<file path="config.mk">
export PLATFORM = sky130hd
export DESIGN_NAME = quad_zc_monitor
export DESIGN_NICKNAME = d
export VERILOG_FILES = /design/src/rtl/quad_zc_pkg.sv /design/src/rtl/zc_sync_edge.sv /design/src/rtl/zc_half_period.sv /design/src/rtl/zc_arm_ctrl.sv /design/src/rtl/zc_order_check.sv /design/src/rtl/quad_zc_monitor.sv
export SDC_FILE = /design/constraint.sdc
export NUM_CORES = 1
export LEC_CHECK = 0
export BUFFER_PORTS_ARGS = -buffer_cell sky130_fd_sc_hd__buf_2
export CORE_AREA = 2 2 84 86
export CTS_CLUSTER_DIAMETER = 80
export DETAILED_ROUTE_END_ITERATION = 10
export DIE_AREA = 0 0 86 88
export HOLD_SLACK_MARGIN = 0.1
export PLACE_DENSITY = 0.56
export SLEW_MARGIN = 5
export SYNTH_ARGS = -nofsm -noshare
export SYNTH_HDL_FRONTEND = slang
export SYNTH_SLANG_ARGS = --single-unit
</file>
<file path="constraint.sdc">
create_clock -name clk -period 4.5 [get_ports clk]
set_clock_uncertainty 0.15 [all_clocks]
set_input_delay 0.9 -clock clk [delete_from_list [all_inputs] [get_ports clk]]
set_output_delay 0.9 -clock clk [all_outputs]
set_load 0.05 [all_outputs]
</file>
<file path="src/rtl/quad_zc_pkg.sv">
package quad_zc_pkg;
  typedef enum logic [1:0] {
    SRC_NONE = 2'd0,
    SRC_SIN  = 2'd1,
    SRC_COS  = 2'd2
  } zc_src_t;
endpackage

</file>
<file path="src/rtl/zc_sync_edge.sv">
module zc_sync_edge (
  input  logic clk,
  input  logic rst,
  input  logic din,
  output logic edge_o
);
  logic [2:0] sh;
  always_ff @(posedge clk) begin
    if (rst) sh <= '0;
    else     sh <= {sh[1:0], din};
  end
  assign edge_o = sh[2] ^ sh[1];
endmodule

</file>
<file path="src/rtl/zc_half_period.sv">
module zc_half_period #(
  parameter int HP_MIN = 40,
  parameter int HP_MAX = 400
) (
  input  logic clk,
  input  logic rst,
  input  logic edge_i,
  output logic in_win,
  output logic tmo
);
  localparam int SAT = HP_MAX + 1;
  localparam int W   = $clog2(SAT + 1);

  logic [W-1:0] cnt;
  always_ff @(posedge clk) begin
    if (rst)                  cnt <= W'(SAT);
    else if (edge_i)          cnt <= W'(1);
    else if (cnt != W'(SAT))  cnt <= cnt + W'(1);
  end

  assign in_win = (cnt >= W'(HP_MIN)) && (cnt <= W'(HP_MAX));
  assign tmo    = (cnt == W'(SAT));
endmodule

</file>
<file path="src/rtl/zc_arm_ctrl.sv">
module zc_arm_ctrl #(
  parameter int ARM_HALVES = 20
) (
  input  logic clk,
  input  logic rst,
  input  logic sin_edge,
  input  logic sin_in_win,
  input  logic sin_tmo,
  input  logic cos_edge,
  input  logic cos_in_win,
  input  logic cos_tmo,
  output logic armed
);
  localparam int CW = $clog2(ARM_HALVES + 1);

  logic [CW-1:0] run_q, run_d;
  logic          breaks;

  assign breaks = sin_tmo || cos_tmo ||
                  (sin_edge && !sin_in_win) || (cos_edge && !cos_in_win);

  always_comb begin
    run_d = run_q;
    if (breaks)
      run_d = '0;
    else if (sin_edge && run_q != CW'(ARM_HALVES))
      run_d = run_q + CW'(1);
  end

  always_ff @(posedge clk) begin
    if (rst) begin
      run_q <= '0;
      armed <= 1'b0;
    end else begin
      run_q <= run_d;
      armed <= (run_d == CW'(ARM_HALVES));
    end
  end
endmodule

</file>
<file path="src/rtl/zc_order_check.sv">
module zc_order_check
  import quad_zc_pkg::*;
#(
  parameter int PHASE_MIN = 8
) (
  input  logic clk,
  input  logic rst,
  input  logic armed,
  input  logic sin_edge,
  input  logic cos_edge,
  output logic fault_freq,
  output logic fault_phase
);
  localparam int GW = $clog2(PHASE_MIN + 1);

  zc_src_t       last_q;
  logic [GW-1:0] gap_q;
  logic          bad_order, too_close;

  always_comb begin
    bad_order = 1'b0;
    too_close = 1'b0;
    if (sin_edge && cos_edge) begin
      too_close = 1'b1;
    end else if (sin_edge) begin
      bad_order = (last_q == SRC_SIN);
      too_close = (last_q == SRC_COS) && (gap_q < GW'(PHASE_MIN));
    end else if (cos_edge) begin
      bad_order = (last_q == SRC_COS);
      too_close = (last_q == SRC_SIN) && (gap_q < GW'(PHASE_MIN));
    end
  end

  always_ff @(posedge clk) begin
    if (rst) begin
      last_q      <= SRC_NONE;
      gap_q       <= GW'(PHASE_MIN);
      fault_freq  <= 1'b0;
      fault_phase <= 1'b0;
    end else begin
      if (sin_edge && cos_edge) last_q <= SRC_NONE;
      else if (sin_edge)        last_q <= SRC_SIN;
      else if (cos_edge)        last_q <= SRC_COS;

      if (sin_edge || cos_edge)         gap_q <= GW'(1);
      else if (gap_q != GW'(PHASE_MIN)) gap_q <= gap_q + GW'(1);

      if (armed && bad_order) fault_freq  <= 1'b1;
      if (armed && too_close) fault_phase <= 1'b1;
    end
  end
endmodule

</file>
<file path="src/rtl/quad_zc_monitor.sv">
module quad_zc_monitor #(
  parameter int HP_MIN     = 40,
  parameter int HP_MAX     = 400,
  parameter int PHASE_MIN  = 8,
  parameter int ARM_HALVES = 20
) (
  input  logic clk,
  input  logic rst,
  input  logic sin_zc,
  input  logic cos_zc,
  output logic rot_valid,
  output logic fault_freq,
  output logic fault_phase
);
  logic [1:0] zc_in, zc_edge, zc_win, zc_tmo;
  logic       sin_edge, cos_edge;

  assign zc_in = {cos_zc, sin_zc};

  for (genvar g = 0; g < 2; g++) begin : g_ch
    zc_sync_edge u_sync (
      .clk(clk), .rst(rst), .din(zc_in[g]), .edge_o(zc_edge[g])
    );
    zc_half_period #(.HP_MIN(HP_MIN), .HP_MAX(HP_MAX)) u_hp (
      .clk(clk), .rst(rst), .edge_i(zc_edge[g]),
      .in_win(zc_win[g]), .tmo(zc_tmo[g])
    );
  end

  assign sin_edge = zc_edge[0];
  assign cos_edge = zc_edge[1];

  zc_arm_ctrl #(.ARM_HALVES(ARM_HALVES)) u_arm (
    .clk(clk), .rst(rst),
    .sin_edge(sin_edge), .sin_in_win(zc_win[0]), .sin_tmo(zc_tmo[0]),
    .cos_edge(cos_edge), .cos_in_win(zc_win[1]), .cos_tmo(zc_tmo[1]),
    .armed(rot_valid)
  );

  zc_order_check #(.PHASE_MIN(PHASE_MIN)) u_chk_order (
    .clk(clk), .rst(rst), .armed(rot_valid),
    .sin_edge(sin_edge), .cos_edge(cos_edge),
    .fault_freq(fault_freq), .fault_phase(fault_phase)
  );
endmodule

</file>
==> impl_metrics.ini, run 1 <==
[layout]
fillers = 676
seqCellArea_um2 = 761
final_nets = 226
drive_gt1_frac = 0.114
diodes = 0
multi_input_area_um2 = 1110
area.growth.synth_to_final_pct = 9.66

[setup_path]
critPathKind = reg2out
crit_fanout = 3
critPathLaunchType = flop
cp-end-kind = output pin
worstPathArrival_ps = 950
endpoint = rot_valid
crit_chain = buf_2
cpMaxStageDelayCell = dfxtp_1
r2r_end = u_arm.run_q[3]
startpoint = u_arm.armed
cp_top_family = flip-flops
max_stage_delay_ps = 390
path_buf_inv = 1
worstReg2RegStart = g_ch[1].u_hp.cnt[1]
cp.required_ps = 3450
r2r_cells = 6
ff2ff_setup_slack_ps = 2760
worst-path-stages = 1

[yosys]
yosysTopAreaCell = dfxtp_1
ys_seq_elements = 38
avgSynthCellArea_um2 = 9.53
syn_nets = 218
ys_seq_area_frac = 0.392
synth_edf_count = 0
synth_xor_area_frac = 0.103
synth_area_leaders = dfxtp_1, ha_1, xnor2_1, xor2_1, a21o_1
synth_fa_ha_area_frac = 0.0644
synth_ff_type = dfxtp_1
netlist_area_um2 = 1940
synthSimpleGateAreaFrac = 0.259
synth.mux.area_fraction = 0.0258
syn-instance-count = 204
synth-compound-area-share = 0.120
synth_top_family_by_area = simple AND/OR/NAND/NOR gates
synth_top_area_share = 0.392
yosysWarnings = 0
synth_cell_types = 46
synth-async-reset-ratio = 0

[floorplanning]
core_area_um2 = 6640
initial_core_util = 0.292
row_count = 30
io_pins = 7
die_w_um = 86
dieArea_um2 = 7570
die_h_um = 88

[global_route]
grt_usage = 0.0996
grt_pass1_wl_mm = 5.94
antenna_found_initial = 0
grt_max_degree = 21
grt_pass1_vias = 1312
grt_overflow = 0

[pwr]
powerDensity_nw_per_um2 = 411
irDropWorstVdd_mv = 0.203
p_leak_nw = 0.819

[drt]
ant_nets = 0
wl_per_cell_um = 11.8
first_pass_iters = 3
drc = 0
routed_via_density = 4.89
num_vias = 1424
drt_wl_total_mm = 3.42
drtIter0Drc = 28

[flow_run]
drv_cap = 0

[outcome]
status = finished, final reports clean

[hold_path]
hp-class = reg2reg
hold_depth = 1

[placement]
port-buffer-count = 6
hpwlAfterDp_mm = 2.53
gp_congestion = 0.741
place_ws_ps = 2480

[timing]
rsz0062_at_grt = false
setup_violations = 0
hold_viol_final = 0
tns_ps = 0
tightest_slew_ps = 581
period_minus_slack_ps = 2000
post-route-period-util = 0.445
holdWs_ps = 296
fin_ws_ps = 2500
report.final.slew_viol_count = 0
timing.fmax_ghz = 0.499
slew_headroom = 0.611

[clock_tree]
cts_sinks = 38
clockBufferDepth = 2
cts.repair.resized = 0
cts_setup_buffers = 0
clkSlewWorstSetupHoldPaths_ps = 70
clk_latency_ps = 280
cts_root_buf = clkbuf_8
cts_tree = built
cts_made_buffers = 5
h-tree-depth = 2
postCtsHoldBufs = 0
-- cells by family after synthesis --
group | Yosys count
AND/OR/NAND/NOR | 81
flip-flops | 38
AO/OA/AOI/OAI | 32
XOR/XNOR | 22
buffers and inverters | 16
adder cells (fa/ha/maj) | 10
multiplexers | 5
-- synth_stat cells, drive strengths merged, types with 5 or more instances --
cell,number
a21o,9
a21oi,7
nand3,8
nor4,7
dfxtp,38
inv,10
nor2,14
xnor2,13
xor2,9
nand2b,7
ha,10
nand2,9
nand4,6
nor3,7
mux2i,5
nor2b,8
-- where the power goes --
part	switching, mW	internal [mW]	total [mW]	leakage (nW)
logic	0.114	0.107	0.221	0.466
registers	0.0584	0.373	0.432	0.311
clock network	0.106	0.118	0.224	0.0431
total	0.278	0.599	0.876	0.819
-- metrics by stage --
stage	instance area, um^2	util	std cells	total power, mW
after global placement	2050	0.308	285	0.660
after detailed placement	2050	0.308	285	0.663
after CTS	2130	0.321	291	0.892
after floorplan	1940	-	204	0.610
final	2130	0.321	291	0.876
after global routing	2130	0.321	291	0.939
-- state kept, by name, summed over array words and instances, names as in the netlist --
register and cells:
u_chk_order.fault_freq 1, g_ch.u_hp.cnt 18, u_chk_order.fault_phase 1, u_arm.armed 1, u_chk_order.last_q 2, g_ch.u_sync.sh 6, u_chk_order.gap_q 4, u_arm.run_q 5
-- per-layer routing --
layer / global-route usage / wire length, um / vias up
met1: 0.135 / 1830 / 670
met4: 0.0390 / 44 / 0
met2: 0.150 / 1470 / 10
met3: 0.0283 / 81 / 5
met5: 0 / 0 / -
li1: - / - / 739
-- cell usage in the layout, fill, tap and decap left out, types with 2 or more instances in the layout --
cell type | Yosys | final
dfxtp_1 | 38 | 38
nor2_1 | 13 | 13
xnor2_1 | 12 | 12
inv_1 | 10 | 10
ha_1 | 10 | 10
nand2_1 | 9 | 9
a21o_1 | 9 | 9
xor2_1 | 9 | 9
nand3_1 | 8 | 8
nor2b_1 | 8 | 8
nand2b_1 | 7 | 7
nor3_1 | 7 | 7
nand4_1 | 6 | 6
clkbuf_8 | 0 | 6
buf_2 | 2 | 6
a21oi_1 | 5 | 5
mux2i_1 | 5 | 5
nor4_2 | 3 | 3
and4_1 | 3 | 3
nor4_1 | 3 | 3
nand3b_1 | 3 | 3
o21ai_0 | 2 | 2
a21oi_2 | 2 | 2
and4b_1 | 2 | 2
a31oi_1 | 2 | 2
nor4b_1 | 2 | 2
and3_1 | 2 | 2
-- worst register-to-register path, cell delays in order (launching register included) --
cell	delay, ps
dfxtp_1	430
inv_1	100
ha_1	190
and4_1	190
nand2_1	190
nand2_1	160
nor4_1	240
-- worst min-delay path by stage --
stage | start | end
after floorplan | g_ch[0].u_sync.sh[0] | g_ch[0].u_sync.sh[1]
after detailed placement | g_ch[0].u_sync.sh[0] | g_ch[0].u_sync.sh[1]
after global placement | g_ch[0].u_sync.sh[0] | g_ch[0].u_sync.sh[1]
after global routing | u_chk_order.fault_freq | u_chk_order.fault_freq
final | g_ch[1].u_sync.sh[0] | g_ch[1].u_sync.sh[1]
after CTS | u_chk_order.fault_freq | u_chk_order.fault_freq
-- area by class of cell --
cell class                      count  area share
Clock buffer                        6      0.0388
Timing Repair Buffer                7      0.0176
Multi-Input combinational cell    150       0.522
Inverter                           10      0.0176
Tap cell                           80      0.0470
Sequential cell                    38       0.357
No activity file was read; power rests on OpenSTA's default activity.
==> inputs of run 2 (changes only) <==
==> constraint.sdc (replaced) <==
create_clock -name clk -period 1.85 [get_ports clk]
set_clock_uncertainty 0.15 [all_clocks]
set_input_delay 0.37 -clock clk [delete_from_list [all_inputs] [get_ports clk]]
set_output_delay 0.37 -clock clk [all_outputs]
set_load 0.05 [all_outputs]
==> impl_metrics.ini, run 2 (synthesized netlist as in run 1, its figures left out) <==
[clock_tree]
clkSlewWorstSetupHoldPaths_ps = 70
cts_root_buf = clkbuf_8
h-tree-depth = 2
clk_latency_ps = 280
postCtsHoldBufs = 0
cts_sinks = 38
clockBufferDepth = 2
cts_tree = built
cts_made_buffers = 5

[layout]
final_nets = 230
fin_cells = 297
largest_reg_flops = 18
layout_commonest_cell = dfxtp_1
area.growth.synth_to_final_pct = 12.9
largestRegisters = g_ch.u_hp.cnt (18), g_ch.u_sync.sh (6), u_arm.run_q (5)
layout_common_cells = dfxtp_1, nor2_1, xnor2_1, inv_1, ha_1
diodes = 0
largest-register = g_ch.u_hp.cnt
drive_gt1_frac = 0.138
finish.instance_area_um2 = 2190

[timing]
tightest_slew_ps = 427
report.final.slew_viol_count = 0
post-route-period-util = 0.931
setup_violations = 0
slew_headroom = 0.714
period_minus_slack_ps = 1720
hold_viol_final = 0
fin_ws_ps = 128
tns_ps = 0
timing.fmax_ghz = 0.581
rsz0062_at_grt = false

[flow_run]
drv_cap = 0

[floorplanning]
core_area_um2 = 6640
initial_core_util = 0.292
die_h_um = 88
die_w_um = 86
dieArea_um2 = 7570
row_count = 30
io_pins = 7

[pwr]
powerDensity_nw_per_um2 = 1040
p_leak_nw = 0.848
power_switching_mw = 0.691
intPower_mw = 1.58
p_comb_frac = 0.240
p_total_mw = 2.28
p_seq_frac = 0.463
swShare = 0.304
irDropWorstVdd_mv = 0.514
pwr-share-clk = 0.297

[global_route]
busiest_layer = met2
grt_max_degree = 13
antenna_found_initial = 0
grt_overflow = 0
gr-usage-met3 = 0.0254
use_met2 = 0.163
gr-usage-met1 = 0.133
grt_pass1_vias = 1339
grt_pass1_wl_mm = 6.16
grt_usage = 0.101

[setup_path]
worstPathArrival_ps = 1720
crit_fanout = 7
critPathLaunchType = flop
cp.required_ps = 1850
cpMaxStageDelayCell = dfxtp_1
cp-end-kind = flop
max_stage_delay_ps = 440
crit_chain = ha_1, nand3_1, o21a_1, o211ai_1, nor4_2
critPathKind = reg2reg

[placement]
place_ws_ps = 106
port-buffer-count = 6
hpwlAfterDp_mm = 2.56
placed_cell_area_um2 = 2080
gp_congestion = 0.835
dp_cells = 289

[drt]
wl_per_cell_um = 11.7
ant_nets = 0
num_vias = 1414
routed_via_density = 4.76
first_pass_iters = 4
drtIter0Drc = 85
drt_wl_total_mm = 3.48
drc = 0

[hold_path]
hp-class = in2reg

[outcome]
status = finished, final reports clean
run 2: final cells by class:
type                    count  area (um^2)
clock buffers               7         76.3
multi-input cells         150         1120
inverters                  10         37.5
fillers                   684         4450
repair buffers             11         67.6
flip-flops and latches     38          762
well taps                  80          100
clock inverters             1         30.0
run 2: path summary, 6_finish.rpt:
check                                           from                   end  slack (ps)  cells after the start
worst min-delay path                          cos_zc  g_ch[1].u_sync.sh[0]         150                      2
worst max register to register        u_arm.run_q[1]           u_arm.armed         130                      5
worst max-delay path                  u_arm.run_q[1]           u_arm.armed         130                      5
worst min register to register  g_ch[0].u_sync.sh[0]  g_ch[0].u_sync.sh[1]         290                      1
run 2: routing by layer:
layer,part of all wire,vias up
met4,0.0075,0
met5,0,-
met2,0.46,7
met1,0.51,660
li1,-,745
met3,0.021,2
run 2: metrics by stage:
step,util,hold slack [ps]
after global placement,0.313,271
final,0.330,154
after detailed placement,0.313,270
after floorplan,-,264
after global routing,0.330,160
after CTS,0.329,148
run 2: worst max-delay path: cells and delay by family (launching register included):
kind / cells / cell delay [ps]
simple gates: 2 / 230
flops: 1 / 440
fa+ha+maj: 1 / 290
compound gates: 2 / 500
run 2: what timing repair did:
action / 4_1_cts / 5_1_grt
gates resized for setup: 0 / 2
buffers inserted: 0 / 0
setup endpoints to repair: 0 / 3
run 2: power by group through the flow:
| stage | Combinational [mW] | Sequential, mW | Clock (mW) |
|---|---|---|---|
| detailed placement | 0.546 | 1.07 | 0 |
| floorplan | 0.453 | 1.03 | 0 |
| finish | 0.546 | 1.05 | 0.677 |
| global route | 0.633 | 1.07 | 0.743 |
| CTS | 0.547 | 1.05 | 0.704 |
| global placement | 0.534 | 1.07 | 0 |
